--- src/rtl/colsel_pkg.sv ---
package colsel_pkg;

    localparam int DEF_PORTS = 64;
    localparam int DEF_COLS  = 8;
    localparam int DEF_OCC_W = 3;
    localparam int FINE_W    = 2;

    typedef enum logic {
        TIER_COOL = 1'b0,
        TIER_ALL  = 1'b1
    } tier_e;

    function automatic int wrap_next(input int v, input int n);
        return (v + 1 >= n) ? 0 : v + 1;
    endfunction

endpackage

--- src/rtl/colsel_fold.sv ---
module colsel_fold #(
    parameter int NUM_PORTS = colsel_pkg::DEF_PORTS,
    parameter int NUM_COLS  = colsel_pkg::DEF_COLS
) (
    input  logic [NUM_PORTS-1:0] port_mask,
    output logic [NUM_COLS-1:0]  cand
);
    localparam int ROWS = (NUM_PORTS + NUM_COLS - 1) / NUM_COLS;

    for (genvar c = 0; c < NUM_COLS; c++) begin : g_col
        logic [ROWS-1:0] members;
        for (genvar r = 0; r < ROWS; r++) begin : g_row
            if (r * NUM_COLS + c < NUM_PORTS) begin : g_live
                assign members[r] = port_mask[r * NUM_COLS + c];
            end else begin : g_pad
                assign members[r] = 1'b0;
            end
        end
        assign cand[c] = |members;
    end
endmodule

--- src/rtl/colsel_occ_filter.sv ---
module colsel_occ_filter
    import colsel_pkg::*;
#(
    parameter int NUM_COLS = DEF_COLS,
    parameter int OCC_W    = DEF_OCC_W
) (
    input  logic                      clk,
    input  logic                      rst,
    input  logic [NUM_COLS-1:0]       cand,
    input  logic [NUM_COLS*OCC_W-1:0] occ,
    output logic [NUM_COLS-1:0]       best
);
    localparam int FINE_LSB = OCC_W - 1 - FINE_W;

    logic [NUM_COLS-1:0] cool;
    logic [NUM_COLS-1:0] tier_set;
    logic [FINE_W-1:0]   fine [NUM_COLS];
    logic [FINE_W-1:0]   min_fine;
    tier_e               tier;

    always_comb begin
        for (int c = 0; c < NUM_COLS; c++) begin
            cool[c] = cand[c] & ~occ[c*OCC_W + OCC_W - 1];
            fine[c] = occ[c*OCC_W + FINE_LSB +: FINE_W];
        end
        tier     = (|cool) ? TIER_COOL : TIER_ALL;
        tier_set = (tier == TIER_COOL) ? cool : cand;
    end

    always_comb begin
        min_fine = '1;
        for (int c = 0; c < NUM_COLS; c++) begin
            if (tier_set[c] && (fine[c] < min_fine)) min_fine = fine[c];
        end
        for (int c = 0; c < NUM_COLS; c++) begin
            best[c] = tier_set[c] && (fine[c] == min_fine);
        end
    end

    // a cool candidate shuts out every hot one
    assert_cool_first_R2: assert property (@(posedge clk) disable iff (rst)
        (|cool) |-> ((best & ~cool) == '0));

    // survivors are candidates, and some survive whenever a candidate exists
    assert_best_subset_R3: assert property (@(posedge clk) disable iff (rst)
        ((best & ~cand) == '0) && ((|cand) == (|best)));
endmodule

--- src/rtl/colsel_rr_pick.sv ---
module colsel_rr_pick
    import colsel_pkg::*;
#(
    parameter int NUM_COLS = DEF_COLS
) (
    input  logic                        clk,
    input  logic                        rst,
    input  logic                        advance,
    input  logic [NUM_COLS-1:0]         best,
    output logic [NUM_COLS-1:0]         pick,
    output logic                        found
);
    localparam int IDX_W = (NUM_COLS > 1) ? $clog2(NUM_COLS) : 1;

    logic [IDX_W-1:0] ptr;
    logic [IDX_W-1:0] idx;

    always_comb begin
        int j;
        found = 1'b0;
        idx   = '0;
        for (int i = 0; i < NUM_COLS; i++) begin
            j = int'(ptr) + i;
            if (j >= NUM_COLS) j = j - NUM_COLS;
            if (!found && best[j]) begin
                found = 1'b1;
                idx   = IDX_W'(j);
            end
        end
        pick = found ? (NUM_COLS'(1) << idx) : '0;
    end

    always_ff @(posedge clk) begin
        if (rst) begin
            ptr <= '0;
        end else if (advance && found) begin
            ptr <= IDX_W'(wrap_next(int'(idx), NUM_COLS));
        end
    end

    // pointer holds when nothing is granted
    assert_ptr_hold_R5: assert property (@(posedge clk) disable iff (rst)
        !(advance && found) |=> $stable(ptr));

    // the chosen column is one of the tied survivors
    assert_pick_in_best_R4: assert property (@(posedge clk) disable iff (rst)
        found |-> ($onehot(pick) && ((pick & best) != '0)));
endmodule

--- src/rtl/adaptive_col_sel.sv ---
module adaptive_col_sel
    import colsel_pkg::*;
#(
    parameter int NUM_PORTS = DEF_PORTS,
    parameter int NUM_COLS  = DEF_COLS,
    parameter int OCC_W     = DEF_OCC_W
) (
    input  logic                      clk,
    input  logic                      rst,
    input  logic                      req_i,
    input  logic [NUM_PORTS-1:0]      port_mask_i,
    input  logic [NUM_COLS*OCC_W-1:0] occ_i,
    output logic [NUM_COLS-1:0]       grant_o,
    output logic                      grant_valid_o
);
    logic [NUM_COLS-1:0] cand;
    logic [NUM_COLS-1:0] best;
    logic [NUM_COLS-1:0] pick;
    logic                found;

    colsel_fold #(.NUM_PORTS(NUM_PORTS), .NUM_COLS(NUM_COLS)) u_fold (
        .port_mask (port_mask_i),
        .cand      (cand)
    );

    colsel_occ_filter #(.NUM_COLS(NUM_COLS), .OCC_W(OCC_W)) u_filter (
        .clk  (clk),
        .rst  (rst),
        .cand (cand),
        .occ  (occ_i),
        .best (best)
    );

    colsel_rr_pick #(.NUM_COLS(NUM_COLS)) u_rr (
        .clk     (clk),
        .rst     (rst),
        .advance (req_i),
        .best    (best),
        .pick    (pick),
        .found   (found)
    );

    always_ff @(posedge clk) begin
        if (rst) begin
            grant_o       <= '0;
            grant_valid_o <= 1'b0;
        end else begin
            grant_o       <= req_i ? pick : '0;
            grant_valid_o <= req_i && found;
        end
    end

    // grant shape follows the valid flag
    assert_grant_shape_R7: assert property (@(posedge clk) disable iff (rst)
        grant_valid_o ? $onehot(grant_o) : (grant_o == '0));

    // a grant only follows a sampled strobe
    assert_grant_latency_R7: assert property (@(posedge clk) disable iff (rst)
        grant_valid_o |-> $past(req_i));

    // the granted column was a candidate when the strobe was sampled
    assert_grant_is_cand_R1: assert property (@(posedge clk) disable iff (rst)
        grant_valid_o |-> ((grant_o & $past(cand)) != '0));

    // an empty candidate set yields no grant
    assert_empty_no_grant_R6: assert property (@(posedge clk) disable iff (rst)
        (cand == '0) |=> !grant_valid_o);
endmodule

--- config.mk ---
export PLATFORM = sky130hd
export DESIGN_NAME = adaptive_col_sel
export DESIGN_NICKNAME = d
export VERILOG_FILES = /design/src/rtl/colsel_pkg.sv /design/src/rtl/colsel_fold.sv /design/src/rtl/colsel_occ_filter.sv /design/src/rtl/colsel_rr_pick.sv /design/src/rtl/adaptive_col_sel.sv
export SDC_FILE = /design/constraint.sdc
export NUM_CORES = 1
export LEC_CHECK = 0
export BUFFER_PORTS_ARGS = -buffer_cell sky130_fd_sc_hd__buf_2
export CORE_AREA = 2 2 108 99
export DETAILED_ROUTE_END_ITERATION = 8
export DIE_AREA = 0 0 110 101
export RECOVER_POWER = 25
export REMOVE_ABC_BUFFERS = 1
export SETUP_SLACK_MARGIN = 0.5
export SLEW_MARGIN = 40
export SYNTH_ARGS = -nofsm -noshare
export SYNTH_HDL_FRONTEND = slang
export SYNTH_SLANG_ARGS = --single-unit
--- constraint.sdc ---
create_clock -name clk -period 10.3 [get_ports clk]
set_input_delay 1.03 -clock clk [delete_from_list [all_inputs] [get_ports clk]]
set_output_delay 1.03 -clock clk [all_outputs]
set_load 0.03 [all_outputs]
======== Word level (Yosys, flattened, before mapping) ========
Index checks and enable logic that the tools add are counted.
storage, ports and cells
  register bits ........................... 12
  latch bits .............................. 0
  memory bits (writable) .................. 0
  ROM bits ................................ 0
  bits of input ports ..................... 91
  output and inout bits ................... 9
  logic and storage cells ................. 170
  memories ................................ 0
operators by class
  add/sub/neg operators ................... 16
  multiply operators ...................... 0
  div/mod/pow operators ................... 0
  $lt $le $gt $ge ......................... 25
  equal/unequal tests ..................... 8
  shifts and indexed selects .............. 1
  mux-type cells .......................... 58
  bitwise gates (word level) .............. 18
  reductions and logical operators ........ 41
operators by type and width
  cell                                                                 count
  less-than comparator 32 x 5 -> 1 bit (second input constant)         8
  two-way mux 32 bit                                                   8
  greater-or-equal comparator 32 x 5 -> 1 bit (second input constant)  7
  subtractor 32 x 5 -> 32 bit (second input constant)                  7
  OR reduction 8 bit                                                   9
  two-way mux 3 bit                                                    9
  binary-select mux 1 bit (select 3 bit)                               8
  logical AND 1 bit                                                    24
  two-way mux 1 bit                                                    24
  adder 3 x 3 -> 4 bit (second input constant)                         4
  == test 2 bit                                                        8
  two-way mux 2 bit                                                    8
  less-than comparator 2 bit                                           7
  NOT 1 bit                                                            10
  adder 3 x 1 -> 4 bit (second input constant)                         2
  adder 3 x 2 -> 4 bit (second input constant)                         2
  bitwise AND 1 bit                                                    8
  two-way mux 8 bit                                                    1
  << shifter 1 x 3 -> 8 bit (first input constant)                     1
  logical NOT 1 bit                                                    7
  subtractor 3 x 4 -> 5 bit (second input constant)                    1
  greater-or-equal comparator 3 x 4 -> 1 bit (second input constant)   1
  greater-or-equal comparator 4 bit (second input constant)            1
  OR reduction 3 bit                                                   1
  less-than comparator 2 bit (second input constant)                   1

======== Logic depth before layout (Yosys ltp) ========
  word-level depth ........................ 57
  mapped depth ............................ 35
  mapped depth without buffers ............ 32

======== Cells and area by module ========
Synthesis repeated with hierarchy kept, for this count alone.
second synthesis, totals
  cells, all modules ...................... 309
  area, all modules ....................... 2513.7 um^2
modules (own cells, without submodules)
  module             instances  cells an instance  area each (um^2)  seq. area each (um^2)
  colsel_rr_pick     1          153                1296.2            60.1
  colsel_occ_filter  1          114                828.3             0.0
  adaptive_col_sel   1          18                 259.0             180.2
  colsel_fold        1          24                 130.1             0.0

======== Worst setup path before layout ========
OpenSTA, ideal clock, no wires.
  path kind ............................... input to register
  from .................................... input port_mask_i[47]
  to ...................................... register u_rr.ptr[2]
  setup time .............................. 0.133 ns
  data arrival time ....................... 7.784 ns
  data required time ...................... 10.167 ns
  path slack .............................. 2.383 ns
  stages .................................. 34
  buffers on the path ..................... 3
  cells stage by stage .................... or4_1 > nor2_2 > o2111a_2 > nand2_4 > buf_4 > a21oi_1 > nand2_1 > o211a_1 > inv_1 > ha_1 > or2_2 > a211oi_1 > a41oi_2 > mux2i_2 > ha_1 > a2111o_1 > clkbuf_1 > nor2_1 > a41oi_2 > or2_0 > a21bo_1 > buf_6 > mux2_2 > mux4_2 > a21boi_4 > a211oi_2 > and3_4 > nand3b_1 > a31o_1 > inv_1 > ha_1 > o21ai_0 > o22ai_1 > a21oi_1
between the ends
  longest elaborated chain between the ends .. 57
  elaborated cells on any way between the ends .. 101
  those cells by class .................... add/sub (1); order compare (8); eq/ne (8); mux (50); bitwise (1); reduce/logical (33)
RTL lines
  element                            RTL line                 text
  from (decl)                        adaptive_col_sel.sv:11   input logic [NUM_PORTS-1:0] port_mask_i,
  OR reduction 8 bit *               colsel_fold.sv:19        assign cand[c] = |members;
  bitwise AND 1 bit                  colsel_occ_filter.sv:23  cool[c] = cand[c] & ~occ[c*OCC_W + OCC_W - 1];
  OR reduction 8 bit                 colsel_occ_filter.sv:26  tier = (|cool) ? TIER_COOL : TIER_ALL;
  two-way mux 8 bit *                colsel_occ_filter.sv:27  tier_set = (tier == TIER_COOL) ? cool : cand;
  logical AND 1 bit                  colsel_occ_filter.sv:33  if (tier_set[c] && (fine[c] < min_fine)) min_fine = fine[c];
  two-way mux 2 bit                  colsel_occ_filter.sv:33
  less-than comparator 2 bit         colsel_occ_filter.sv:33
  logical AND 1 bit                  colsel_occ_filter.sv:33
  [... 41 more ...]                  -
  logical AND 1 bit                  colsel_rr_pick.sv:25     if (!found && best[j]) begin
  two-way mux 1 bit                  colsel_rr_pick.sv:25
  logical NOT 1 bit                  colsel_rr_pick.sv:25
  logical AND 1 bit                  colsel_rr_pick.sv:25
  two-way mux 3 bit                  colsel_rr_pick.sv:25
  adder 3 x 1 -> 4 bit               colsel_pkg.sv:14         return (v + 1 >= n) ? 0 : v + 1;
  greater-or-equal comparator 4 bit  colsel_pkg.sv:14
  two-way mux 3 bit                  colsel_pkg.sv:14
  to (signal assigned)               colsel_rr_pick.sv:37     ptr <= IDX_W'(wrap_next(int'(idx), NUM_COLS));
  to (decl)                          colsel_rr_pick.sv:15     logic [IDX_W-1:0] ptr;
Mark *: on every way between the ends. The rest lies on a longest branch, timed or not. The select of a mux whose other input is x is not followed.
A chain may end at the register's enable or synchronous reset.

======== Worst setup path after layout ========
  from .................................... input port_mask_i[46]
  to ...................................... register u_rr.ptr[2]
The elaborated chain is that of the path after synthesis.

==> impl_metrics.csv <==
group,metric,value,unit
clock_tree,h-tree-depth,1,
clock_tree,clk_latency,240,ps
clock_tree,cts_setup_buffers,0,
route,drt-vias-per-instance,5.70,
setup_path,cp-start-kind,"input port",
placed_design,place_ws,1110,ps
route,via_count,3378,
yosys,ys.warnings.count,0,
yosys,syn_avg_cell_area,7.52,um2
pwr,pwr_density_cell,197,nW/um2
min_path,hold_path_class,"reg -> reg",
floorplan,die_height,101,um
setup_path,max_stage_delay,570,ps
route,wl,9190,um
status,status,"completed",
timing,fin_crit,9030,ps
timing,whs,838,ps
grt,grt_pass1_wl,14800,um
yosys,yosysMostFrequentCell,"nor2_1",
timing,hold_viol,0,
placed_design,dpl_cell_area,3410,um2
finish,final_area,3450,um2
timing,final-setup-viol-count,0,
timing,clock-skew-final,1.70,ps
setup_path,cp_common_cell,"ha_1",
placed_design,hpwl,7430,um
clock_tree,post_cts_resize_count,0,
yosys,ys_seq_area_share,8.47,%
yosys,syn_area,2840,um2
min_path,min-delay-start,"u_rr.ptr[0]",
timing,tightestPinTransition,758,ps
timing,period_share,87.7,%
yosys,ys_seq_elements,12,
timing,maxSlewHeadroom,49.4,%
floorplan,ios,100,
placed_design,io_buffer_count,99,
timing,setup_tns,0,ps
route,drt_first_iter_violations,293,
grt,grt_overflow_total,0,
clock_tree,cts-hold-fix-buffers,0,
yosys,yosys_most_used_dff,"dfxtp_1",
pwr,peakVddDrop,0.0000871,V
finish,final_nets,565,
yosys,yosysTopAreaCell,"dfxtp_1",
yosys,synth_top_area_share,8.47,%
timing,fmax,111,MHz
floorplan,initial_utilization,28.3,%
clock_tree,cts.sinks,12,
setup_path,r2r-start,"u_rr.ptr[0]",
yosys,synthTopCellsByCount,"nor2_1 (41), nand2_1 (26), o21ai_0 (18)",
finish,syn2layout_area_growth,21.7,%
setup_path,timing.rr.end,"u_rr.ptr[2]",
clock_tree,ctsLongestPathBuffers,2,
yosys,async_flop_share,0,%
route,wl_per_cell,15.5,um
setup_path,crit_fanout,18,
min_path,hold-path-cell-count,2,
clock_tree,cts_buffers,3,
finish,multi_input_area,2460,um2
timing,setup_slack,1270,ps
timing,slew_violations,0,
yosys,synth_cell_type_count,80,
finish,antenna_cells,0,
grt,antenna_found_initial,0,
setup_path,timing.reg2reg.worst_path_depth,14,
setup_path,cp_slowest_cell,"a21bo_1",
grt,grt_max_degree,20,
floorplan,core,10000,um2
setup_path,end_kind,"flip-flop",
job,maxCapViolations,0,
floorplan,die_area,11100,um2
yosys,synthTopCellsByArea,"dfxtp_1 (8.5%), mux4_2 (5.6%), nor2_1 (5.4%)",
placed_design,place_congestion,0.966,
route,first_pass_iters,8,
floorplan,num_rows,35,
yosys,synthCells,377,
min_path,whs_endpoint,"u_rr.ptr[0]",
setup_path,required,10400,ps
setup_path,crit_type,"in -> reg",
finish,drive_above_1_share,29.3,%
setup_path,arrival,9130,ps
grt,first_global_vias,3114,
route,final_antenna_net_count,0,
pwr,totalPowerFinal,680,uW
finish,fill_cells,1059,
yosys,synth_edf_count,0,
timing,rsz0062_at_grt,"no",
clock_tree,cts_root_buffer,"clkbuf_8",
clock_tree,cts_tree,"yes",
pwr,p_leak,1.41,nW
route,drcViolationCount,0,
grt,grt_util_all_layers,16.3,%
floorplan,die_w,110,um
finish,seqCellArea,240,um2
clock_tree,clk_pin_slew,50,ps
setup_path,regToRegSetupSlack,5010,ps
==> how the worst max path moves through the flow <==
stage | start | endpoint | slack (ps) | cells past startpoint
floorplan | port_mask_i[47] | u_rr.ptr[2] | 2160 | 31
global placement | port_mask_i[46] | u_rr.ptr[2] | 1360 | 32
detailed placement | port_mask_i[46] | u_rr.ptr[2] | 1110 | 32
CTS | port_mask_i[46] | u_rr.ptr[2] | 1360 | 32
global route | port_mask_i[46] | u_rr.ptr[2] | 600 | 32
finish | port_mask_i[46] | u_rr.ptr[2] | 1270 | 32
==> cells by family after synthesis <==
logic type | count (synthesis) | share of synthesized area (%)
flip-flops | 12 | 8.47
multiplexers | 26 | 12.6
buffers and inverters | 31 | 4.90
AO/OA/AOI/OAI | 129 | 36.7
XOR/XNOR | 7 | 2.16
AND/OR/NAND/NOR | 164 | 31.6
adder cells (fa/ha/maj) | 8 | 3.53
==> registers in the layout, summed over array words and instances, names as in the netlist <==
| name | count |
|---|---|
| grant_o | 8 |
| grant_valid_o | 1 |
| u_rr.ptr | 3 |
==> worst max-delay path, delay by kind of cell <==
kind                     cells  cell delay, ps
AND/OR/NAND/NOR              7            1720
AO/OA/AOI/OAI               16            4140
multiplexers                 3            1240
buffers and inverters        3             290
adder cells (fa/ha/maj)      3             700
==> metrics by stage <==
| stage | utilization, % | instances |
|---|---|---|
| 4_1_cts | 34.5 | 593 |
| 3_3_place_gp | 34.0 | 590 |
| 6_report | 34.4 | 593 |
| 5_1_grt | 34.4 | 593 |
| 3_5_place_dp | 34.0 | 590 |
| 2_1_floorplan | - | 362 |
==> area by class of cell <==
type                            count  area share [%]
Timing Repair Buffer               99            14.2
Tap cell                          129            4.68
Clock buffer                        3            1.20
Multi-Input combinational cell    334            71.2
Inverter                           16            1.74
Sequential cell                    12            6.96
==> where the power goes <==
group | switching [mW] | internal, mW
registers | 0.0260 | 0.0625
clock network | 0.0150 | 0.0256
logic | 0.330 | 0.221
==> cells in the final DEF (no fill, tap or decap), types with 4 or more instances in the layout <==
master	instances
or3_1	4
nor2b_1	5
and2_1	9
and3_1	5
or2_2	6
nand2_1	26
nor4_1	5
nor2_1	41
o21bai_1	7
xnor2_1	5
o211ai_1	5
ha_1	8
a2111oi_0	4
clkbuf_1	5
nand2b_1	7
buf_2	94
o211a_1	4
dfxtp_1	12
nor3_1	15
a221oi_1	8
mux2i_1	13
a21oi_1	17
inv_1	15
mux4_2	7
o21ai_0	18
or4_1	16
a21o_1	4
a211oi_1	10
nand3_1	7
mux2_2	5
==> metal layers <==
| metal | wire, um | global-route usage [%] | part of all wire, % | up-vias |
|---|---|---|---|---|
| li1 | - | - | - | 1659 |
| met1 | 4190 | 23.7 | 46 | 1588 |
| met2 | 4370 | 26.9 | 48 | 122 |
| met3 | 574 | 1.29 | 6.2 | 9 |
| met4 | 53 | 1.95 | 0.58 | 0 |
| met5 | 0 | 0 | 0 | - |
Power figures use the tool's default switching activity.
